**config.mk**
```make
export PLATFORM = sky130hd
export DESIGN_NAME = addr2d_seq
export DESIGN_NICKNAME = d
export VERILOG_FILES = /design/src/rtl/addr2d_pkg.sv /design/src/rtl/addr2d_cfg_check.sv /design/src/rtl/addr2d_line_walker.sv /design/src/rtl/addr2d_loop_walker.sv /design/src/rtl/addr2d_seq.sv
export SDC_FILE = /design/constraint.sdc
export NUM_CORES = 1
export LEC_CHECK = 0
export BUFFER_PORTS_ARGS = -buffer_cell sky130_fd_sc_hd__buf_2
export CORE_MARGIN = 3
export CORE_UTILIZATION = 30
export CTS_CLUSTER_DIAMETER = 30
export DETAILED_ROUTE_END_ITERATION = 16
export REMOVE_ABC_BUFFERS = 1
export SLEW_MARGIN = 5
export SYNTH_ARGS = -nofsm -noshare
export SYNTH_HDL_FRONTEND = slang
export SYNTH_HIERARCHICAL = 1
export SYNTH_SLANG_ARGS = --single-unit
```
**constraint.sdc**
```tcl
create_clock -name clk -period 15.25 [get_ports clk]
set_input_delay 0 -clock clk [delete_from_list [all_inputs] [get_ports clk]]
set_output_delay 0 -clock clk [all_outputs]
set_load 0.01 [all_outputs]
```
**src/rtl/addr2d_pkg.sv**
```systemverilog
package addr2d_pkg;
  typedef enum logic {
    MODE_LINE = 1'b0,
    MODE_LOOP = 1'b1
  } walk_mode_e;
endpackage

```
**src/rtl/addr2d_cfg_check.sv**
```systemverilog
module addr2d_cfg_check #(
  parameter int LW = 6,
  parameter int CW = 6,
  parameter int RW = LW + CW + 1
) (
  input  logic [LW-1:0] len,
  input  logic [LW-1:0] pitch,
  input  logic [CW-1:0] lines,
  output logic          loop_mode,
  output logic          bad,
  output logic [RW-1:0] region_last,
  output logic [RW-1:0] half_last
);
  logic [RW-1:0] region;

  always_comb begin
    region      = RW'(pitch) * (RW'(lines) + RW'(1));
    loop_mode   = (len == '0);
    bad         = loop_mode ? (region < RW'(2)) : (pitch < len);
    region_last = region - RW'(1);
    half_last   = (region >> 1) - RW'(1);
  end
endmodule

```
**src/rtl/addr2d_line_walker.sv**
```systemverilog
module addr2d_line_walker #(
  parameter int AW = 16,
  parameter int LW = 6,
  parameter int CW = 6
) (
  input  logic          clk,
  input  logic          rst,
  input  logic          launch,
  input  logic          stop,
  input  logic          adv,
  input  logic [AW-1:0] base,
  input  logic [LW-1:0] len,
  input  logic [LW-1:0] pitch,
  input  logic [CW-1:0] lines,
  output logic [AW-1:0] addr_q,
  output logic          busy_q,
  output logic          done_q
);
  logic [AW-1:0] lbase_q;
  logic [LW-1:0] len_q, pitch_q, word_q;
  logic [CW-1:0] lines_q, line_q;
  logic          last_word, last_line;

  assign last_word = (word_q == len_q - LW'(1));
  assign last_line = (line_q == lines_q);

  always_ff @(posedge clk) begin
    if (rst) begin
      busy_q  <= 1'b0;
      done_q  <= 1'b0;
      addr_q  <= '0;
      lbase_q <= '0;
      len_q   <= '0;
      pitch_q <= '0;
      lines_q <= '0;
      word_q  <= '0;
      line_q  <= '0;
    end else begin
      done_q <= 1'b0;
      if (stop) begin
        busy_q <= 1'b0;
      end else if (launch) begin
        busy_q  <= 1'b1;
        addr_q  <= base;
        lbase_q <= base;
        len_q   <= len;
        pitch_q <= pitch;
        lines_q <= lines;
        word_q  <= '0;
        line_q  <= '0;
      end else if (busy_q && adv) begin
        if (last_word) begin
          if (last_line) begin
            busy_q <= 1'b0;
            done_q <= 1'b1;
          end else begin
            lbase_q <= lbase_q + AW'(pitch_q);
            addr_q  <= lbase_q + AW'(pitch_q);
            word_q  <= '0;
            line_q  <= line_q + CW'(1);
          end
        end else begin
          addr_q <= addr_q + AW'(1);
          word_q <= word_q + LW'(1);
        end
      end
    end
  end

  assert_hold_R3: assert property (@(posedge clk) disable iff (rst)
    (busy_q && !adv && !stop && !launch) |=> $stable(addr_q));

  assert_step_R3: assert property (@(posedge clk) disable iff (rst)
    (busy_q && adv && !stop && !launch && !last_word) |=> (addr_q == $past(addr_q) + AW'(1)));

  assert_done_single_R5: assert property (@(posedge clk) disable iff (rst)
    done_q |-> (!busy_q && !$past(done_q)));

  assert_stop_quiet_R8: assert property (@(posedge clk) disable iff (rst)
    stop |=> (!busy_q && !done_q));
endmodule

```
**src/rtl/addr2d_loop_walker.sv**
```systemverilog
module addr2d_loop_walker #(
  parameter int AW = 16,
  parameter int RW = 13
) (
  input  logic          clk,
  input  logic          rst,
  input  logic          launch,
  input  logic          stop,
  input  logic          adv,
  input  logic [AW-1:0] base,
  input  logic [RW-1:0] region_last,
  input  logic [RW-1:0] half_last,
  output logic [AW-1:0] addr_q,
  output logic          busy_q,
  output logic          half_q
);
  logic [AW-1:0] base_q;
  logic [RW-1:0] pos_q, rlast_q, hlast_q;
  logic          at_end;

  assign at_end = (pos_q == rlast_q);

  always_ff @(posedge clk) begin
    if (rst) begin
      busy_q  <= 1'b0;
      half_q  <= 1'b0;
      addr_q  <= '0;
      base_q  <= '0;
      pos_q   <= '0;
      rlast_q <= '0;
      hlast_q <= '0;
    end else begin
      half_q <= 1'b0;
      if (stop) begin
        busy_q <= 1'b0;
      end else if (launch) begin
        busy_q  <= 1'b1;
        addr_q  <= base;
        base_q  <= base;
        pos_q   <= '0;
        rlast_q <= region_last;
        hlast_q <= half_last;
      end else if (busy_q && adv) begin
        half_q <= at_end || (pos_q == hlast_q);
        if (at_end) begin
          pos_q  <= '0;
          addr_q <= base_q;
        end else begin
          pos_q  <= pos_q + RW'(1);
          addr_q <= addr_q + AW'(1);
        end
      end
    end
  end

  assert_wrap_R6: assert property (@(posedge clk) disable iff (rst)
    (busy_q && adv && !stop && !launch && at_end) |=> (addr_q == base_q));

  assert_half_cause_R7: assert property (@(posedge clk) disable iff (rst)
    half_q |-> $past(busy_q && adv));

  assert_stop_quiet_R8: assert property (@(posedge clk) disable iff (rst)
    stop |=> (!busy_q && !half_q));
endmodule

```
**src/rtl/addr2d_seq.sv**
```systemverilog
module addr2d_seq
  import addr2d_pkg::*;
#(
  parameter int AW = 16,
  parameter int LW = 6,
  parameter int CW = 6
) (
  input  logic          clk,
  input  logic          rst,
  input  logic          start,
  input  logic          stop,
  input  logic [AW-1:0] cfg_base,
  input  logic [LW-1:0] cfg_len,
  input  logic [LW-1:0] cfg_pitch,
  input  logic [CW-1:0] cfg_lines,
  input  logic          adv,
  output logic [AW-1:0] addr,
  output logic          busy,
  output logic          done_pulse,
  output logic          half_pulse,
  output logic          cfg_err
);
  localparam int RW = LW + CW + 1;

  logic          loop_sel, cfg_bad, accept, go_line, go_loop;
  logic [RW-1:0] region_last, half_last;
  logic [AW-1:0] line_addr, loop_addr;
  logic          line_busy, loop_busy;
  walk_mode_e    mode_q;

  addr2d_cfg_check #(.LW(LW), .CW(CW), .RW(RW)) u_check (
    .len(cfg_len), .pitch(cfg_pitch), .lines(cfg_lines),
    .loop_mode(loop_sel), .bad(cfg_bad),
    .region_last(region_last), .half_last(half_last)
  );

  assign busy    = line_busy || loop_busy;
  assign accept  = start && !stop && !busy;
  assign go_line = accept && !cfg_bad && !loop_sel;
  assign go_loop = accept && !cfg_bad && loop_sel;

  addr2d_line_walker #(.AW(AW), .LW(LW), .CW(CW)) u_line (
    .clk(clk), .rst(rst), .launch(go_line), .stop(stop), .adv(adv),
    .base(cfg_base), .len(cfg_len), .pitch(cfg_pitch), .lines(cfg_lines),
    .addr_q(line_addr), .busy_q(line_busy), .done_q(done_pulse)
  );

  addr2d_loop_walker #(.AW(AW), .RW(RW)) u_loop (
    .clk(clk), .rst(rst), .launch(go_loop), .stop(stop), .adv(adv),
    .base(cfg_base), .region_last(region_last), .half_last(half_last),
    .addr_q(loop_addr), .busy_q(loop_busy), .half_q(half_pulse)
  );

  always_ff @(posedge clk) begin
    if (rst) begin
      mode_q  <= MODE_LINE;
      cfg_err <= 1'b0;
    end else begin
      cfg_err <= accept && cfg_bad;
      if (go_line) mode_q <= MODE_LINE;
      else if (go_loop) mode_q <= MODE_LOOP;
    end
  end

  assign addr = (mode_q == MODE_LOOP) ? loop_addr : line_addr;

  assert_one_walker_R10: assert property (@(posedge clk) disable iff (rst)
    !(line_busy && loop_busy));

  assert_mode_kept_R10: assert property (@(posedge clk) disable iff (rst)
    (busy && start && !stop) |=> (mode_q == $past(mode_q)));

  assert_err_idle_R9: assert property (@(posedge clk) disable iff (rst)
    cfg_err |-> !busy);

  assert_loop_no_done_R6: assert property (@(posedge clk) disable iff (rst)
    loop_busy |-> !done_pulse);
endmodule

```
# Word level (Yosys, flattened, before mapping)
# Index checks and enable logic that the tools add are counted.
[word_totals]
ff_bits = 139
inputBits = 39
output_inout_bits = 20
elab_cells = 98
[classes]
add_sub_neg = 10
multipliers = 1
order_cmp = 2
eq_ne = 6
muxes = 28
n_bitwise = 4
n_reduce_logical = 29
[ops]
columns = ["operator", "n"]
rows = [
  ["$mux W16", 11],
  ["$mux W6", 8],
  ["$mux W13", 3],
  ["$add A16 B1 Y16 const B", 2],
  ["$eq A13 B13 Y1", 2],
  ["$add A16 B6 Y16", 1],
  ["$add A13 B1 Y13 const B", 1],
  ["$lt A13 B2 Y1 const B", 1],
  ["$mul A6 B13 Y13", 1],
  ["$sub A12 B1 Y13 const B", 1],
  ["$sub A13 B1 Y13 const B", 1],
  ["$add A6 B1 Y6 const B", 2],
  ["$eq A6 B6 Y1", 2],
  ["$logic_and A1 B1 Y1", 8],
  ["$reduce_bool A2 Y1", 4],
  ["$add A6 B1 Y7 const B", 1],
  ["$logic_not A6 Y1", 1],
  ["$lt A6 B6 Y1", 1],
  ["$mux W1", 6],
  ["$reduce_and A2 Y1", 3],
  ["$reduce_and A3 Y1", 2],
  ["$sub A6 B1 Y6 const B", 1],
  ["$reduce_or A5 Y1", 1],
  ["$logic_not A1 Y1", 4],
  ["other kinds (7)", 12],
]

# Depth between registers and ports, before layout
# Gate-level depths: netlist of run 1.
[depth]
word_depth = 9
depth_mapped = 27
ltp_nobuf = 25

# Modules after synthesis
# Netlist of run 1, hierarchy kept.
[modules_own_cells]
columns = ["mod", "instances", "cells_per_inst", "area_each_um2", "seq_area_each_um2"]
rows = [
  ["addr2d_line_walker", 1, 511, 4048.9, 1281.2],
  ["addr2d_loop_walker", 1, 465, 3671.0, 1461.4],
  ["addr2d_cfg_check", 1, 250, 2035.7, 0.0],
  ["addr2d_seq", 1, 30, 295.3, 40.0],
]

# Worst setup path before layout of run 1
# No wires, ideal clock.
[synth_path]
path_type = "input -> register"
from = "input cfg_lines[0]"
to = "register u_line.addr_q[12]"
setup_time_ns = 0.095
t_arrival_ns = 5.695
slack_ns = 9.459
cell_stages = 24
path_buffers = 2
cell_sequence = "ha_1 > nand3_1 > xor2_1 > nor2b_1 > fa_1 > fa_1 > inv_1 > fa_1 > inv_1 > ha_1 > nand2_1 > o31ai_4 > xor2_2 > nor4_4 > nand3b_2 > o31ai_2 > nor3_1 > buf_4 > nor4_1 > a21o_2 > o211a_1 > buf_2 > a21oi_1 > a221oi_1"
[synth_between]
elab_chain_cells = 9
[synth_lines]
columns = ["element", "line", "text"]
rows = [
  ["start, declared", "addr2d_seq.sv:15", "input logic [CW-1:0] cfg_lines,"],
  ["$add A6 B1 Y7 *", "addr2d_cfg_check.sv:17", "region = RW'(pitch) * (RW'(lines) + RW'(1));"],
  ["$mul A6 B13 Y13 *", "addr2d_cfg_check.sv:17", ""],
  ["$lt A13 B2 Y1 *", "addr2d_cfg_check.sv:19", "bad = loop_mode ? (region < RW'(2)) : (pitch < len);"],
  ["$mux W1 *", "addr2d_cfg_check.sv:19", ""],
  ["via cfg_bad", "addr2d_seq.sv:25", "logic loop_sel, cfg_bad, accept, go_line, go_loop;"],
  ["$logic_not A1 Y1 *", "addr2d_seq.sv:39", "assign go_line = accept && !cfg_bad && !loop_sel;"],
  ["$logic_and A1 B1 Y1 * (2 in a row)", "addr2d_seq.sv:39", ""],
  ["via go_line", "addr2d_seq.sv:25", ""],
  ["$ne A3 B3 Y1 (no source line) or $reduce_bool A2 Y1 (tied branches)", "n/a", ""],
  ["$reduce_and A3 Y1 (no source line)", "n/a", ""],
  ["end signal, assigned", "addr2d_line_walker.sv:44", "addr_q <= base;"],
  ["end signal, assigned", "addr2d_line_walker.sv:58", "addr_q <= lbase_q + AW'(pitch_q);"],
  ["end signal, assigned", "addr2d_line_walker.sv:63", "addr_q <= addr_q + AW'(1);"],
  ["end, declared", "addr2d_line_walker.sv:15", "output logic [AW-1:0] addr_q,"],
]
# Mark *: on every way through the listed nets, which the timed path passes. The rest lies on a longest branch.
# A chain may end at the register's enable or synchronous reset.

# Worst setup path in the final report of run 1
# Ends and elaborated chain as after synthesis.

==> results of run 1 <==
==> worst register-to-register path: stages, from the launching register on <==
cell     delay, ns
dfxtp_1       0.38
or4b_4        0.59
nor3_2        0.12
buf_4         0.45
a21oi_1       0.12
or2_0         0.33
a21oi_2       0.58
nand3_1       0.42
or4_1         0.51
a31oi_1       0.18
==> per-stage QoR <==
step	total power (µW)	cell area [µm²]	hold slack (ns)	setup WS [ns]	utilization [%]
final	1100	11600	0.0482	7.83	35.5
after detailed placement	664	10700	0.277	7.95	32.6
after global routing	1150	11600	0.0553	7.34	35.5
after global placement	661	10700	0.266	8.14	32.6
after floorplan	598	9750	0.0689	6.13	-
after CTS	1110	11600	0.0439	7.87	35.5
==> cell type report <==
cell class | instances | area, µm²
repair buffers | 101 | 701
well taps | 442 | 553
clock inverters | 13 | 165
inverters | 70 | 263
fillers | 3420 | 21200
multi-input cells | 980 | 6720
clock buffers | 18 | 439
flip-flops and latches | 139 | 2780
==> cell families (layout without fill, tap and decap cells) <==
kind of cell    count (synthesis)  count (layout)  synth area share (%)
simple gates                  478             478                  24.1
mux                            29              29                  3.10
flops                         139             139                  27.7
buf+inv                       137             202                  5.56
compound gates                298             298                  20.1
fa+ha+maj                      63              63                  9.49
xor+xnor                      112             112                  9.91
==> worst max-delay path by stage <==
stage          slack, ns  depth (start not counted)                               to          from
2_1_floorplan       6.13                         21  u_line/lbase_q[12]$_SDFFE_PP0P_  cfg_lines[0]
3_3_place_gp        8.14                         24   u_line/addr_q[12]$_SDFFE_PP0P_  cfg_lines[0]
3_5_place_dp        7.95                         24   u_line/addr_q[12]$_SDFFE_PP0P_  cfg_lines[0]
4_1_cts             7.87                         25   u_line/addr_q[12]$_SDFFE_PP0P_  cfg_lines[0]
5_1_grt             7.34                         25   u_line/addr_q[12]$_SDFFE_PP0P_  cfg_lines[0]
6_report            7.83                         25   u_line/addr_q[12]$_SDFFE_PP0P_  cfg_lines[0]
==> repair_timing <==
item                      CTS  global route
hold endpoints to repair   46             0
resized for setup           0             0
buffers inserted            0             0
hold buffers               34             0
==> state kept, by name, summed over array words and instances, names as in the netlist, 6 cells and up <==
register        flops
u_loop/hlast_q     13
u_line/addr_q      16
u_line/pitch_q      6
u_loop/rlast_q     13
u_line/line_q       6
u_loop/pos_q       13
u_line/lbase_q     16
u_loop/addr_q      16
u_loop/base_q      16
u_line/len_q        6
u_line/lines_q      6
u_line/word_q       6
==> metal layers <==
metal | GRT usage [%] | vias to the layer above | share of wire (%)
met4 | 5.24 | 0 | 1.8
met5 | 0 | - | 0
met1 | 21.3 | 4401 | 46
met3 | 2.17 | 42 | 4.8
met2 | 27.5 | 261 | 48
li1 | - | 4572 | -
==> cells in the mapped netlist (17+ instances only) <==
library cell	number
a211oi_1	18
a21oi_1	117
buf_2	18
clkbuf_1	42
dfxtp_1	139
fa_1	22
ha_1	41
inv_1	67
mux2_2	17
nand2_1	182
nand3_1	42
nand4_1	21
nor2_1	57
nor2b_1	23
nor3_1	42
o21ai_0	44
xnor2_1	41
xor2_1	69
==> report_power, final <==
part | switching (µW) | total, µW | internal (µW)
logic | 171 | 284 | 113
clock network | 173 | 436 | 262
registers | 9.39 | 379 | 370
total | 354 | 1100 | 745
==> impl_metrics.toml, run 1 <==
[cts]
htreeDepth = 4
cts_tree = "done"
clk_pin_slew_worst_paths_ns = 0.06
cts_made_buffers = 17
cts-root-buf = "clkbuf_16"
cts_max_path_buffers = 2
clk_latency_ns = 0.43
clock-sinks = 139

[drt]
drc = 0
vias = 9276
ant_nets = 0
dr.pass1.iters = 5
via_per_inst = 5.26
drt-initial-drc-count = 783
detail_route.wl_per_cell_um = 16.7
wirelength_um = 29400

[logic_synthesis]
synth.distinct_cells = 92
async_reset_ff_share_pct = 0
ys.warnings.count = 6
ys.flop_type = "dfxtp_1"
netlist.area_leader.share_pct = 27.7
synthCells = 1256
synthTopCellsByArea = "dfxtp_1, nand2_1, xor2_1"
synth.cell_area_um2 = 10100
ys_seq_elements = 139
yosysTopAreaCell = "dfxtp_1"
synth_edf_count = 0
synth_area_per_cell_um2 = 8.00
ys_seq_area_share_pct = 27.7

[setup_path]
worst-r2r-setup-slack_ns = 11.49
reg2regPathDepth = 9
cp-start-kind = "primary input"
required_ns = 15.58
worstPathMaxFanout = 43
r2r_start = "u_loop/busy_q$_SDFFE_PP0P_"
crit_path_frequent_cell = "fa_1"
path_delay_family = "compound AO/OA/AOI/OAI gates"
r2r-end = "u_line/lbase_q[13]$_SDFFE_PP0P_"
worst_setup_path_end_kind = "register"
arrival_ns = 7.75
cp_slowest_cell = "o211a_1"
critPathBufInv = 5
worstSetupPathType = "primary input to register"
crit_path_max_incr_delay_ns = 0.77

[timing]
slew_viol_final = 0
fin_setup_tns_ns = 0
worst_slew_pin_slew_ns = 1.01
fin_crit_ns = 7.42
max_freq_ghz = 0.135
slew-limit-headroom_pct = 32.4
setup_viol = 0
period_share_pct = 48.7
rsz0062_at_grt = "false"
final_hold_viol_count = 0
fin_skew_ns = 0.0136

[grt]
grt_max_degree = 71
track_usage_pct = 16.2
grt_pass1_vias = 8936
grt_pass1_wl_um = 47400
antenna_found_initial = 0
grt-ovfl-total = 0

[layout]
drive_gt1_share_pct = 11.9
area_growth_pct = 15.6
layout_commonest_cell = "nand2_1"
n_antenna_cell = 0
final_cell_count_no_fill = 1763
fin_nets = 1411
mostFrequentLayoutCells = "nand2_1, dfxtp_1, a21oi_1"

[pwr]
p_leak_uw = 0.00439
peakVddDrop_uv = 76.8
power_density_nw_per_um2 = 94.5

[min_path]
hold_path_depth = 4
hold_class = "primary input to register"
min_to = "mode_q$_SDFFE_PP0P_"
min_from = "start"

[placement]
numPortBuffers = 58
place_inst = 1698
gp_congestion = 0.857
hpwl_um = 21000

[die]
ioPinCount = 59
rows = 66
fp.dieW_um = 189
dieHeight_um = 189
start_util_pct = 30.7
core_area_um2 = 32800
die_area_um2 = 35700

[status]
status = "completed"

[flow_run]
max_cap_viol_count = 0
Note: power is estimated with default switching activity, not from simulation.
==> run 2: changes to the inputs <==
==> constraint.sdc (replaced) <==
create_clock -name clk -period 6.59 [get_ports clk]
set_input_delay 0 -clock clk [delete_from_list [all_inputs] [get_ports clk]]
set_output_delay 0 -clock clk [all_outputs]
set_load 0.01 [all_outputs]
==> impl_metrics.toml, run 2 (synthesis gave the netlist of run 1 again) <==
[status]
status = "completed"

[setup_path]
r2r-end = "u_line/lbase_q[11]$_SDFFE_PP0P_"
worstPathMaxFanout = 15
cp-start-kind = "primary input"
reg2regPathDepth = 9
r2r_start = "u_loop/busy_q$_SDFFE_PP0P_"
worst_setup_path_end_kind = "register"
worstSetupPathType = "primary input to register"
required_ns = 6.93
worst-r2r-setup-slack_ns = 3.68
crit_path_max_incr_delay_ns = 0.54
cp_slowest_cell = "dlygate4sd3_1"
arrival_ns = 6.59
crit_path_frequent_cell = "fa_1"

[cts]
cts_made_buffers = 17
clk_pin_slew_worst_paths_ns = 0.06
clk_latency_ns = 0.44
cts_max_path_buffers = 2
clock-sinks = 139
htreeDepth = 4
cts-root-buf = "clkbuf_16"
cts_tree = "done"

[placement]
place_inst = 1718
hpwl_um = 21400
place_worst_setup_slack_ns = 0.164
numPortBuffers = 58
dpl_cell_area_um2 = 10900
gp_congestion = 0.865

[layout]
area_growth_pct = 17.8
drive_gt1_share_pct = 13.5
finalInstanceArea_um2 = 11800
n_antenna_cell = 0
fin_nets = 1433
mostFrequentLayoutCells = "nand2_1, dfxtp_1, a21oi_1"
final_cell_count_no_fill = 1786
n_fill_cell = 3404
layout_commonest_cell = "nand2_1"
multi_input_area_um2 = 6770
seq_area_um2 = 2780

[grt]
grt_pass1_wl_um = 48600
grt_pass1_vias = 9196
track_usage_pct = 16.6
antenna_found_initial = 0
grt-ovfl-total = 0
grt_max_degree = 78

[die]
ioPinCount = 59
fp.dieW_um = 189
dieHeight_um = 189
start_util_pct = 30.7
core_area_um2 = 32800
die_area_um2 = 35700
rows = 66

[pwr]
power_density_nw_per_um2 = 214
p_leak_uw = 0.00449
peakVddDrop_uv = 184

[timing]
slew_viol_final = 0
max_freq_ghz = 0.160
slew-limit-headroom_pct = 36.5
final_hold_viol_count = 0
setup_viol = 0
fin_crit_ns = 6.25
layout_setup_ws_ns = 0.339
period_share_pct = 94.9
holdWs_ns = 0.0420
fin_skew_ns = 0.0137
worst_slew_pin_slew_ns = 0.953

[drt]
wirelength_um = 29700
drc = 0
drt-initial-drc-count = 769
ant_nets = 0
vias = 9436
detail_route.wl_per_cell_um = 16.6
dr.pass1.iters = 5
via_per_inst = 5.28

[flow_run]
max_cap_viol_count = 0

[min_path]
hold_path_depth = 4
hold_class = "primary input to register"
min_from = "start"
min_to = "mode_q$_SDFFE_PP0P_"
==> run 2: cell types whose count changed in the layout (fill, tap and decap cells not counted), moves of 2 or more <==
cell	previous run	this run
clkinv_4	0	2
buf_12	0	2
xor2_1	69	67
clkbuf_1	0	2
buf_4	10	30
xor2_2	2	4
==> run 2: area by class of cell <==
class	instances	share of cell area (%)
clock inverters	13	1.22
multi-input cells	980	57.2
clock buffers	19	3.66
repair buffers	123	7.53
well taps	442	4.67
flip-flops and latches	139	23.5
inverters	70	2.22
==> run 2: timing repair <==
item                                    CTS  global route
hold buffers                             34             0
resized for setup                         0            10
hold endpoints to repair                 54             0
endpoints found under the setup margin    0            55
setup buffers                             0             2
==> run 2: stage by stage <==
step	utilization, %	total power [µW]	setup TNS, ns
after detailed placement	33.1	1560	0
after global routing	36.1	2670	-0.0128
final	36.1	2530	0
after floorplan	-	1380	-119.16
after CTS	35.9	2550	0
after global placement	33.1	1550	0
==> run 2: worst max-delay path: cells and delay by family <==
kind / cells / cell delay, ns
buffers and inverters: 7 / 1.27
adders and majority gates: 5 / 2.07
xor gates and xnor gates: 2 / 0.50
AOI/OAI and AO/OA: 6 / 1.27
and+or+nand+nor: 7 / 1.47
==> run 2: metal layers <==
metal	track usage, %	wire, µm	share of wire, %	vias up
met1	22.2	14000	47	4558
met2	27.4	13800	46	230
met5	0	0	0	-
met4	5.36	568	1.9	0
li1	-	-	-	4615
met3	2.70	1340	4.5	33
==> run 2: how the worst max path moves through the flow <==
stage / start / endpoint / cells after the start
2_1_floorplan: cfg_lines[0] / u_line/lbase_q[12]$_SDFFE_PP0P_ / 21
4_1_cts: cfg_lines[0] / u_line/addr_q[12]$_SDFFE_PP0P_ / 26
5_1_grt: cfg_lines[0] / u_line/addr_q[12]$_SDFFE_PP0P_ / 27
3_3_place_gp: cfg_lines[0] / u_line/word_q[4]$_SDFFE_PP0P_ / 22
3_5_place_dp: cfg_lines[0] / u_line/addr_q[12]$_SDFFE_PP0P_ / 25
6_report: cfg_lines[0] / u_line/addr_q[12]$_SDFFE_PP0P_ / 27
==> run 2: power breakdown <==
group / switching, µW / total, µW / internal (µW) / leakage, µW
clock: 405 / 965 / 560 / 0.000270
combinational: 403 / 692 / 289 / 0.00310
sequential: 21.6 / 877 / 855 / 0.00112
